**config.mk**
```make
export PLATFORM = sky130hd
export DESIGN_NAME = alu8_exec
export DESIGN_NICKNAME = d
export VERILOG_FILES = /design/src/rtl/alu8_pkg.sv /design/src/rtl/alu8_ctrl.sv /design/src/rtl/alu8_datapath.sv /design/src/rtl/alu8_flags.sv /design/src/rtl/alu8_exec.sv
export SDC_FILE = /design/constraint.sdc
export NUM_CORES = 1
export LEC_CHECK = 0
export CAP_MARGIN = 20
export CORE_MARGIN = 4
export CORE_UTILIZATION = 25
export CTS_CLUSTER_DIAMETER = 60
export DETAILED_ROUTE_END_ITERATION = 8
export SETUP_SLACK_MARGIN = 0.5
export SLEW_MARGIN = 20
export SYNTH_ARGS = -nofsm -noshare
export SYNTH_HDL_FRONTEND = slang
export SYNTH_HIERARCHICAL = 1
export SYNTH_SLANG_ARGS = --single-unit
export TNS_END_PERCENT = 10
```
**constraint.sdc**
```tcl
create_clock -name clk -period 5.2 [get_ports clk]
set_input_delay 0.78 -clock clk [delete_from_list [all_inputs] [get_ports clk]]
set_output_delay 0.78 -clock clk [all_outputs]
set_load 0.05 [all_outputs]
```
**src/rtl/alu8_pkg.sv**
```systemverilog
package alu8_pkg;

  // Which value feeds the A side of the shared adder
  typedef enum logic [1:0] {
    SRC_OPB_MOD = 2'd0,  // second operand, optionally inverted
    SRC_OPA     = 2'd1,  // first operand register
    SRC_IMM     = 2'd2,  // zero-extended short immediate
    SRC_ZERO    = 2'd3   // constant zero
  } srcSel_e;

  // Strobes from control to datapath
  typedef struct packed {
    srcSel_e srcSel;
    logic    invert;    // xor mask on the second operand
    logic    carryIn;   // +1 into the adder
    logic    addOpB;    // B side of adder takes the second operand
    logic    flagLoad;  // update the status register this edge
    logic    destOp1;   // result targets first operand register
    logic    wrEn;      // register file write strobe
  } ctrl_t;

endpackage

```
**src/rtl/alu8_ctrl.sv**
```systemverilog
module alu8_ctrl
  import alu8_pkg::*;
(
  input  logic [4:0] opField,  // instruction bits 7..3
  input  logic       lowBit,   // instruction bit 0
  output ctrl_t      ctrl
);

  logic [2:0] opcode;
  assign opcode = opField[4:2];

  always_comb begin
    ctrl          = '0;
    ctrl.srcSel   = SRC_ZERO;
    ctrl.flagLoad = ~opField[4];
    ctrl.wrEn     = ~opField[4];
    ctrl.destOp1  = opField[3];
    case (opcode)
      3'b000: begin  // R1 single-operand group
        ctrl.srcSel  = SRC_OPB_MOD;
        ctrl.invert  = opField[1];
        ctrl.carryIn = opField[0];
      end
      3'b001: ctrl.srcSel = SRC_OPA;
      3'b010: ctrl.srcSel = lowBit ? SRC_ZERO : SRC_IMM;
      3'b011: begin
        ctrl.srcSel = SRC_OPA;
        ctrl.addOpB = 1'b1;
      end
      default: ctrl.srcSel = SRC_ZERO;
    endcase
  end

endmodule

```
**src/rtl/alu8_datapath.sv**
```systemverilog
module alu8_datapath
  import alu8_pkg::*;
#(
  parameter int W     = 8,
  parameter int IMM_W = 3
) (
  input  ctrl_t            ctrl,
  input  logic [IMM_W-1:0] imm,
  input  logic [W-1:0]     opAVal,
  input  logic [W-1:0]     opBVal,
  output logic [W-1:0]     sum
);

  localparam int PAD_W = W - IMM_W;

  logic [W-1:0] addA;
  logic [W-1:0] addB;
  logic [W-1:0] cinVec;

  always_comb begin
    case (ctrl.srcSel)
      SRC_OPB_MOD: addA = opBVal ^ {W{ctrl.invert}};
      SRC_OPA:     addA = opAVal;
      SRC_IMM:     addA = {{PAD_W{1'b0}}, imm};
      default:     addA = '0;
    endcase
  end

  assign addB   = ctrl.addOpB ? opBVal : '0;
  assign cinVec = {{(W-1){1'b0}}, ctrl.carryIn};
  assign sum    = addA + addB + cinVec;  // carry out dropped

endmodule

```
**src/rtl/alu8_flags.sv**
```systemverilog
module alu8_flags #(
  parameter int W = 8
) (
  input  logic         clk,
  input  logic         rstN,
  input  logic         load,
  input  logic [W-1:0] value,
  output logic         ccNeg,
  output logic         ccZero
);

  always_ff @(posedge clk or negedge rstN) begin
    if (!rstN) begin
      ccNeg  <= 1'b0;
      ccZero <= 1'b0;
    end else if (load) begin
      ccNeg  <= value[W-1];
      ccZero <= ~|value;
    end
  end

endmodule

```
**src/rtl/alu8_exec.sv**
```systemverilog
module alu8_exec
  import alu8_pkg::*;
#(
  parameter int W     = 8,
  parameter int IMM_W = 3
) (
  input  logic         clk,
  input  logic         rstN,
  input  logic [7:0]   instr,
  input  logic [W-1:0] opAVal,
  input  logic [W-1:0] opBVal,
  output logic [W-1:0] result,
  output logic         destSel,
  output logic         wrEn,
  output logic         ccNeg,
  output logic         ccZero
);

  ctrl_t ctrl;

  alu8_ctrl u_ctrl (
    .opField (instr[7:3]),
    .lowBit  (instr[0]),
    .ctrl    (ctrl)
  );

  alu8_datapath #(.W(W), .IMM_W(IMM_W)) u_dp (
    .ctrl   (ctrl),
    .imm    (instr[IMM_W-1:0]),
    .opAVal (opAVal),
    .opBVal (opBVal),
    .sum    (result)
  );

  alu8_flags #(.W(W)) u_flags (
    .clk    (clk),
    .rstN   (rstN),
    .load   (ctrl.flagLoad),
    .value  (result),
    .ccNeg  (ccNeg),
    .ccZero (ccZero)
  );

  assign destSel = ctrl.destOp1;
  assign wrEn    = ctrl.wrEn;

endmodule

```
Yosys cells after proc, flatten, opt, wreduce, memory -nomap -nowiden --
Cells that the tools add are included.
Storage, ports and cells: bits of input ports 26, output and inout bits 12, bits in registers 2
Cells by class: bitwise operators 2, reductions and logical operators 5, add/subtract/negate cells 2, eq/ne operators 5, multiplexer cells 6
Operator list (number):
- $pmux W8 S3 | 1
- $add A8 B1 Y8 | 1
- $add A8 B8 Y8 | 1
- $mux W8 | 1
- $reduce_or A8 Y1 | 1
- $xor A8 B8 Y8 | 1
- $eq A3 B2 Y1 const B | 2
- $pmux W2 S3 | 1
- $eq A3 B1 Y1 const B | 1
- $logic_not A3 Y1 | 1
- $eq A2 B1 Y1 const B | 1
- $eq A2 B2 Y1 const B | 1
- $logic_not A2 Y1 | 1
- $mux W1 | 2
- $mux W2 | 1
- $reduce_or A2 Y1 | 1
- $logic_not A1 Y1 | 1
- $not A1 Y1 | 1

Logic depth before layout (Yosys ltp) --
Gate-level depths: netlist of run 1.
depth after elaboration 9, depth in mapped cells 15

Hierarchy --
The synthesis of run 1 kept the hierarchy.
By module, submodules not included:
- alu8_datapath | sequential area each 0.0 µm², cells an instance 80, times used 1, area each 576.8 µm²
- alu8_flags | sequential area each 50.0 µm², cells an instance 8, times used 1, area each 98.8 µm²
- alu8_ctrl | sequential area each 0.0 µm², cells an instance 10, times used 1, area each 66.3 µm²

Worst setup path after synthesis of run 1 --
No wires, ideal clock.
path kind input port to output port, start input instr[7], end output result[6], data required time 4.420 ns, path buffers 1, stages 12, setup slack 0.792 ns, arrival time 3.628 ns, cell sequence inv_1 -> o21ai_0 -> clkbuf_2 -> nor2b_1 -> nand2_1 -> o21ai_1 -> fa_1 -> fa_1 -> a21oi_1 -> o211ai_1 -> a21oi_1 -> xnor2_1
RTL lines:
- from (decl) | line alu8_exec.sv:9 | input logic [7:0] instr,
- to (decl) | line alu8_exec.sv:12 | output logic [W-1:0] result,

==> results of run 1 <==
==> cell type report <==
class	count	area share
clock buffer	3	0.0184
timing repair buffer	39	0.352
inverter	4	0.0123
sequential	2	0.0410
multi-input combinational	86	0.544
tap	31	0.0318
==> registers in the layout, indices dropped and copies added, names as in the netlist <==
name            flops
u_flags/ccZero      1
u_flags/ccNeg       1
==> stage by stage <==
stage / area [µm²] / hold slack, ps
detailed placement: 1170 / 503
floorplan: 742 / 484
finish: 1220 / 507
CTS: 1200 / 510
global route: 1220 / 534
global placement: 1170 / 488
==> cell families (layout without fill, tap and decap cells) <==
family                   after synthesis  in the layout
AO/OA/AOI/OAI                         24             24
XOR/XNOR                              14             14
adder cells (fa/ha/maj)                8              8
buffers and inverters                 10             46
flip-flops                             2              2
multiplexers                           1              1
AND/OR/NAND/NOR                       39             39
==> synth_stat cells <==
library cell	count
nor2_1	14
xnor2_1	12
a21oi_1	10
and2_1	9
ha_1	6
nand2_1	5
inv_1	4
buf_4	3
nor2b_1	3
o21ai_1	3
buf_2	2
dfrtp_1	2
fa_1	2
o21ai_0	2
o311ai_2	2
xor2_1	2
a211o_2	1
a211oi_2	1
a21o_1	1
a32o_1	1
and3_1	1
clkbuf_2	1
mux2_2	1
nand2_2	1
nand2b_2	1
nand4b_1	1
nor2b_2	1
nor3_1	1
nor3_2	1
nor4b_2	1
o211ai_1	1
o21bai_1	1
o31ai_2	1
==> path summary, 6_finish.rpt <==
check / from / endpoint / slack [ps] / cells after the start
max: instr[6] / result[6] / 710 / 14
min: u_flags/ccNeg$_DFFE_PN0P_ / u_flags/ccNeg$_DFFE_PN0P_ / 510 / 1
max reg2reg: u_flags/ccNeg$_DFFE_PN0P_ / u_flags/ccNeg$_DFFE_PN0P_ / 4460 / 1
min reg2reg: u_flags/ccNeg$_DFFE_PN0P_ / u_flags/ccNeg$_DFFE_PN0P_ / 510 / 1
max in group asynchronous: rstN / u_flags/ccZero$_DFFE_PN0P_ / 4360 / 1
min in group asynchronous: rstN / u_flags/ccNeg$_DFFE_PN0P_ / 720 / 1
==> power groups by stage <==
stage / sequential, mW / combinational, mW / clock, mW
finish: 0.0187 / 0.135 / 0.0347
global placement: 0.0188 / 0.133 / 0
floorplan: 0.0257 / 0.0712 / 0
detailed placement: 0.0189 / 0.134 / 0
global route: 0.0189 / 0.145 / 0.0384
CTS: 0.0187 / 0.135 / 0.0360
==> metal layers <==
metal	vias up	GRT usage
met5	-	0
met4	0	0.0358
met3	2	0.0288
met2	25	0.182
met1	365	0.144
li1	406	-
==> impl_metrics.json, run 1 <==
{
  "status": "complete, no violations",
  "htreeDepth": 1,
  "rsz0062_at_grt": "yes",
  "finalSetupTns_ps": 0,
  "drtIter0Drc": 23,
  "place.gp.congestion": 0.802,
  "cp_top_family": "adder cells",
  "ys_ff_latch": 2,
  "wl_met2_um": 1010,
  "crit_buf_inv": 2,
  "crit_chain": "clkdlybuf4s50_1 > nor3_2 > and2_1 > xnor2_1 > nor2_1 > a21oi_1 > o21ai_1 > fa_2 > fa_1 > a21oi_1 > o211ai_1 > a21oi_2 > xnor2_2 > buf_12",
  "routed-wl-met3_um": 114,
  "grtUsageTotal": 0.112,
  "grt_pass1_wl_um": 3750,
  "grt_overflow": 0,
  "num_rows": 19,
  "avgSynthCellArea_um2": 7.57,
  "nets": 170,
  "grt_pass1_vias": 817,
  "synth-compound-area-share": 0.236,
  "die-area_um2": 3900,
  "clockBufferDepth": 2,
  "core_um2": 2810,
  "synth_area_leaders": "xnor2_1 (14%), ha_1 (10%), and2_1 (7.6%)",
  "synth_top_family_by_area": "simple AND/OR/NAND/NOR gates",
  "fmax_mhz": 223,
  "grt_max_degree": 19,
  "layout_common_cells": "clkdlybuf4s50_1 (30), nor2_1 (14), xnor2_1 (10)",
  "critPathMostFrequentCell": "a21oi_1",
  "period_needed_ps": 4490,
  "slowest_stage": "clkdlybuf4s50_1",
  "clock_tree.root_cell": "clkbuf_4",
  "synth_top_area_frac": 0.142,
  "ys_seq_area_frac": 0.0675,
  "synth_xor_area_frac": 0.165,
  "antenna_found_initial": 0,
  "finalCritPeriodShare": 0.864,
  "tritoncts": "built",
  "p_sw_mw": 0.0831,
  "dp_slack_ps": 605,
  "cp_data_required_time_ps": 4420,
  "start_util": 0.264,
  "cp_max_fo": 5,
  "drtPass1Iterations": 4,
  "final_antenna_net_count": 0,
  "yosys.area_share.simple": 0.290,
  "syn_inst": 98,
  "top_layer_used": "met4",
  "powerDensity_nw_per_um2": 155,
  "area_growth_syn_to_layout_pct": 64.6,
  "dp.cells": 162,
  "dieWidth_um": 62.5,
  "tightest_slew_ps": 502,
  "skew_ps": 0,
  "post-route-util": 0.435,
  "viasPerCell": 4.84,
  "drv_cap": 0,
  "clkPwrFrac": 0.184,
  "wl_um": 2120,
  "post_drt_wl_per_cell_um": 12.9,
  "p_total_mw": 0.189,
  "end_kind": "output port",
  "start_kind": "primary input",
  "place_hpwl_um": 1780,
  "multi_input_area_um2": 664,
  "critPathArrivalTime_ps": 3710,
  "post_cts.repair.setup_buffers": 0,
  "cts-buffers-inserted": 3,
  "slew_violations": 0,
  "route.detailed.drc": 0,
  "cts.sinks": 2,
  "hold_viol": 0,
  "vias": 798,
  "p_seq_frac": 0.099,
  "wl_met1_um": 982,
  "num_io_pins": 38,
  "synth.distinct_cells": 33,
  "synth.area.mux_share": 0.0152,
  "port_buffers": 37,
  "peakVddDrop_mv": 0.0578,
  "nFillCells": 295,
  "hold_path.class": "flip-flop to flip-flop",
  "synth_fp_nets": 132,
  "synth_area_um2": 742,
  "antennaDiodeCount": 0,
  "final.setup.worst_slack_ps": 710,
  "cts-resized-gates": 0,
  "internal_power_mw": 0.106,
  "clkSlewWorstSetupHoldPaths_ps": 30,
  "setup_viol": 0,
  "synth_fa_ha_area_frac": 0.155,
  "die_h_um": 62.5,
  "yosysWarnings": 6,
  "p_leak_nw": 0.511,
  "crit_type": "primary input to output port",
  "sw_frac_of_total": 0.440,
  "timing.slew.headroom": 0.664,
  "final_common_cell": "clkdlybuf4s50_1",
  "max_stage_delay_ps": 490,
  "yosys.area.top_type": "xnor2_1",
  "clk_latency_ps": 220,
  "fin_cells": 165,
  "cts_hold_buf": 0,
  "drive_gt1_frac": 0.209,
  "regArea_um2": 50.0,
  "comb_power_share": 0.717
}
Power figures use the tool's default switching activity.
==> run 2: changes to the inputs <==
clock period = 5.8 ns   (was 5.2 ns; I/O delays follow)
==> run 2 against run 1 <==
Critical path type unchanged. Die area is the same. Critical endpoint is now result[3]. Flip-flop and latch count unchanged. Wire length fell by 1.6%. Final cell count fell by 0.61%. Sequential power is 11% lower. First-iteration DRC count decreased by 39%. Clock skew did not move. Power is 17% lower. Design area shrank 6.9%. Critical path depth shrank 2. Global-route usage down 0.20 points.
==> impl_metrics.json, run 2 (synthesized netlist as in run 1, its figures left out) <==
{
  "num_rows": 19,
  "crit_buf_inv": 2,
  "drtPass1Iterations": 4,
  "drv_cap": 0,
  "die-area_um2": 3900,
  "p_leak_nw": 0.484,
  "grt_pass1_wl_um": 3500,
  "nets": 169,
  "die_h_um": 62.5,
  "cp_top_family": "buffers and inverters",
  "post_drt_wl_per_cell_um": 12.7,
  "hold_path.class": "flip-flop to flip-flop",
  "core_um2": 2810,
  "dieWidth_um": 62.5,
  "num_io_pins": 38,
  "tightest_slew_ps": 514,
  "crit_type": "primary input to output port",
  "period_needed_ps": 5150,
  "post-route-util": 0.405,
  "crit_start": "instr[6]",
  "grt_overflow": 0,
  "antennaDiodeCount": 0,
  "final_antenna_net_count": 0,
  "place_hpwl_um": 1760,
  "htreeDepth": 1,
  "powerDensity_nw_per_um2": 138,
  "peakVddDrop_mv": 0.0441,
  "slowest_stage": "clkdlybuf4s50_1",
  "p_total_mw": 0.157,
  "cp_data_required_time_ps": 4930,
  "tritoncts": "built",
  "top_regs": "u_flags/ccNeg x1, u_flags/ccZero x1",
  "cts.sinks": 2,
  "clockBufferDepth": 2,
  "hold_viol": 0,
  "final_common_cell": "clkdlybuf4s50_1",
  "area_growth_syn_to_layout_pct": 53.3,
  "clock_tree.root_cell": "clkbuf_4",
  "max_stage_delay_ps": 850,
  "clk_latency_ps": 230,
  "wl_um": 2090,
  "start_util": 0.264,
  "fmax_mhz": 194,
  "crit_chain": "clkdlybuf4s50_1 > nor3_2 > and2_1 > xnor2_1 > nor2_1 > a21oi_1 > o21ai_1 > fa_1 > a21o_1 > a21oi_1 > xnor2_1 > clkdlybuf4s50_1",
  "clkSlewWorstSetupHoldPaths_ps": 30,
  "finalSetupTns_ps": 0,
  "layout_common_cells": "clkdlybuf4s50_1 (32), nor2_1 (14), xnor2_1 (12)",
  "status": "complete, no violations",
  "drtIter0Drc": 14,
  "vias": 794,
  "drive_gt1_frac": 0.135,
  "cts-buffers-inserted": 3,
  "end_kind": "output port",
  "antenna_found_initial": 0,
  "start_kind": "primary input",
  "rsz0062_at_grt": "yes",
  "critPathArrivalTime_ps": 4280,
  "route.detailed.drc": 0,
  "place.gp.congestion": 0.772,
  "skew_ps": 0,
  "slew_violations": 0,
  "rr_startpoint": "u_flags/ccNeg$_DFFE_PN0P_",
  "grt_max_degree": 19,
  "grtUsageTotal": 0.110,
  "grt_pass1_vias": 763,
  "cp_max_fo": 8,
  "finalCritPeriodShare": 0.889,
  "timing.slew.headroom": 0.657,
  "hp-start": "u_flags/ccZero$_DFFE_PN0P_",
  "viasPerCell": 4.84,
  "setup_viol": 0,
  "port_buffers": 37
}
## run 2: cell type report
cell class | instances | area [µm²]
fillers | 304 | 1670
flip-flops and latches | 2 | 50.0
well taps | 31 | 38.8
clock buffers | 3 | 22.5
inverters | 4 | 15.0
multi-input cells | 86 | 639
repair buffers | 38 | 372
## run 2: per-layer routing
| metal | vias up | track usage | share of wire |
|---|---|---|---|
| met3 | 2 | 0.0270 | 0.055 |
| met4 | 0 | 0.0579 | 0.0096 |
| met1 | 363 | 0.124 | 0.44 |
| li1 | 404 | - | - |
| met5 | - | 0 | 0 |
| met2 | 25 | 0.190 | 0.49 |
## run 2: worst paths after layout
path                                         endpoint  slack (ps)  cells after the start
setup / recovery                            result[3]         650                     12
setup reg to reg            u_flags/ccNeg$_DFFE_PN0P_        5070                      1
hold / removal             u_flags/ccZero$_DFFE_PN0P_         490                      1
hold reg to reg            u_flags/ccZero$_DFFE_PN0P_         490                      1
max in group asynchronous   u_flags/ccNeg$_DFFE_PN0P_        4870                      1
min in group asynchronous  u_flags/ccZero$_DFFE_PN0P_         810                      1
## run 2: timing repair
action	4_1_cts	5_1_grt
endpoints found under the setup margin	1	3
gates resized for setup	1	1
hold buffers	0	0
pin swaps	0	0
gates cloned	0	0
buffers inserted	0	0
## run 2: report_power, final
part           internal (mW)  switching, mW  leakage [nW]  total [mW]
sequential            0.0158       0.000786        0.0266      0.0166
clock                 0.0229        0.00911        0.0138      0.0320
combinational         0.0465         0.0620         0.443       0.108
## run 2: through the flow
stage / cells / cell area (µm²) / hold slack, ps / worst slack, ps
floorplan: 98 / 742 / 574 / 1210
global placement: 161 / 1110 / 485 / 575
detailed placement: 161 / 1110 / 490 / 502
CTS: 164 / 1130 / 496 / 535
global route: 164 / 1140 / 533 / 429
finish: 164 / 1140 / 488 / 645
==> run 3: changes to the inputs <==
PLACE_DENSITY = 0.61   (was default)
==> run 3 against run 2 <==
Via count is 0.38% lower. Register-to-register slack hardly changed. Combinational power hardly changed. Power is 0.57% lower. Maximum frequency is 2.1% lower. Wire length is 3.0% lower. Critical path type unchanged.
==> impl_metrics.json, run 3 (synthesized netlist as in run 1, its figures left out) <==
{
  "status": "complete, no violations",
  "start_kind": "primary input",
  "powerDensity_nw_per_um2": 137,
  "critPathArrivalTime_ps": 4400,
  "drtPass1Iterations": 4,
  "dieWidth_um": 62.5,
  "cp_top_family": "buffers and inverters",
  "layout_common_cells": "clkdlybuf4s50_1 (33), nor2_1 (14), xnor2_1 (12)",
  "dp_slack_ps": 495,
  "nFillCells": 304,
  "finalSetupTns_ps": 0,
  "hold-worst-slack_ps": 493,
  "grt_max_degree": 19,
  "drive_gt1_frac": 0.135,
  "clk_latency_ps": 220,
  "num_io_pins": 38,
  "viasPerCell": 4.82,
  "grt_overflow": 0,
  "place_hpwl_um": 1730,
  "route.detailed.drc": 0,
  "grtUsageTotal": 0.114,
  "port_buffers": 37,
  "clock_tree.root_cell": "clkbuf_4",
  "slew_violations": 0,
  "start_util": 0.264,
  "dpl_cell_area_um2": 1110,
  "grt_pass1_wl_um": 3710,
  "antennaDiodeCount": 0,
  "peakVddDrop_mv": 0.0450,
  "antenna_found_initial": 0,
  "drtIter0Drc": 44,
  "end_kind": "output port",
  "slowest_stage": "clkdlybuf4s50_1",
  "cp_max_fo": 8,
  "cts-buffers-inserted": 3,
  "vias": 791,
  "period_needed_ps": 5270,
  "clockBufferDepth": 2,
  "rsz0062_at_grt": "yes",
  "final_common_cell": "clkdlybuf4s50_1",
  "core_um2": 2810,
  "clkSlewWorstSetupHoldPaths_ps": 30,
  "post_cts.repair.setup_buffers": 0,
  "grt_use_met2": 0.189,
  "fin_cells": 164,
  "num_rows": 19,
  "finalCritPeriodShare": 0.908,
  "nets": 169,
  "cp_data_required_time_ps": 4930,
  "use_met1": 0.140,
  "hold_viol": 0,
  "post-route-util": 0.406,
  "tritoncts": "built",
  "grt_pass1_vias": 810,
  "crit_type": "primary input to output port",
  "fmax_mhz": 190,
  "drv_cap": 0,
  "wl_um": 2030,
  "met3_usage": 0.0324,
  "max_stage_delay_ps": 850,
  "setup_viol": 0,
  "tightest_slew_ps": 512,
  "dp.cells": 161,
  "cts.sinks": 2,
  "stdcell_area_um2": 1140,
  "area_growth_syn_to_layout_pct": 53.5,
  "crit_buf_inv": 2,
  "busiest_layer": "met2",
  "skew_ps": 0,
  "final.setup.worst_slack_ps": 535,
  "htreeDepth": 1,
  "final_antenna_net_count": 0,
  "post_drt_wl_per_cell_um": 12.3,
  "die-area_um2": 3900,
  "timing.slew.headroom": 0.658,
  "die_h_um": 62.5,
  "p_leak_nw": 0.481,
  "top_regs": "u_flags/ccNeg x1, u_flags/ccZero x1",
  "place.gp.congestion": 0.787,
  "crit_chain": "clkdlybuf4s50_1 > nor3_2 > and2_1 > xnor2_1 > nor2_1 > a21oi_1 > o21ai_1 > fa_1 > fa_1 > xor2_1 > clkdlybuf4s50_1",
  "p_total_mw": 0.156,
  "hold_path.class": "flip-flop to flip-flop"
}
-- run 3: changes by cell type in the layout (fill, tap and decap cells not counted) --
cell             before  now
dlygate4sd2_1         1    0
clkdlybuf4s50_1      32   33
-- run 3: path summary, 6_finish.rpt --
kind,from,depth (start not counted),slack [ps],to
hold reg to reg,u_flags/ccZero$_DFFE_PN0P_,1,490,u_flags/ccZero$_DFFE_PN0P_
setup reg to reg,u_flags/ccNeg$_DFFE_PN0P_,1,5060,u_flags/ccNeg$_DFFE_PN0P_
hold / removal,u_flags/ccZero$_DFFE_PN0P_,1,490,u_flags/ccZero$_DFFE_PN0P_
setup / recovery,instr[6],11,530,result[2]
max in group asynchronous,rstN,1,4870,u_flags/ccZero$_DFFE_PN0P_
min in group asynchronous,rstN,1,810,u_flags/ccNeg$_DFFE_PN0P_
-- run 3: cell type report --
| class | instances | area, µm² | area share |
|---|---|---|---|
| sequential | 2 | 50.0 | 0.0440 |
| timing repair buffer | 38 | 373 | 0.327 |
| tap | 31 | 38.8 | 0.0341 |
| clock buffer | 3 | 22.5 | 0.0198 |
| multi-input combinational | 86 | 639 | 0.562 |
| inverter | 4 | 15.0 | 0.0132 |
-- run 3: power breakdown --
group,switching [mW],internal [mW]
logic,0.0619,0.0470
registers,0.000892,0.0158
clock network,0.00779,0.0228
-- run 3: repair_timing --
action                                  in CTS  in global routing
endpoints found under the setup margin       0                  4
resized for setup                            0                  1
hold buffers                                 0                  0
-- run 3: layer usage --
metal  vias to the layer above  part of all wire
met5                         -                 0
met1                       352              0.46
met4                         0             0.014
met2                        29              0.48
met3                         4             0.045
li1                        406                 -
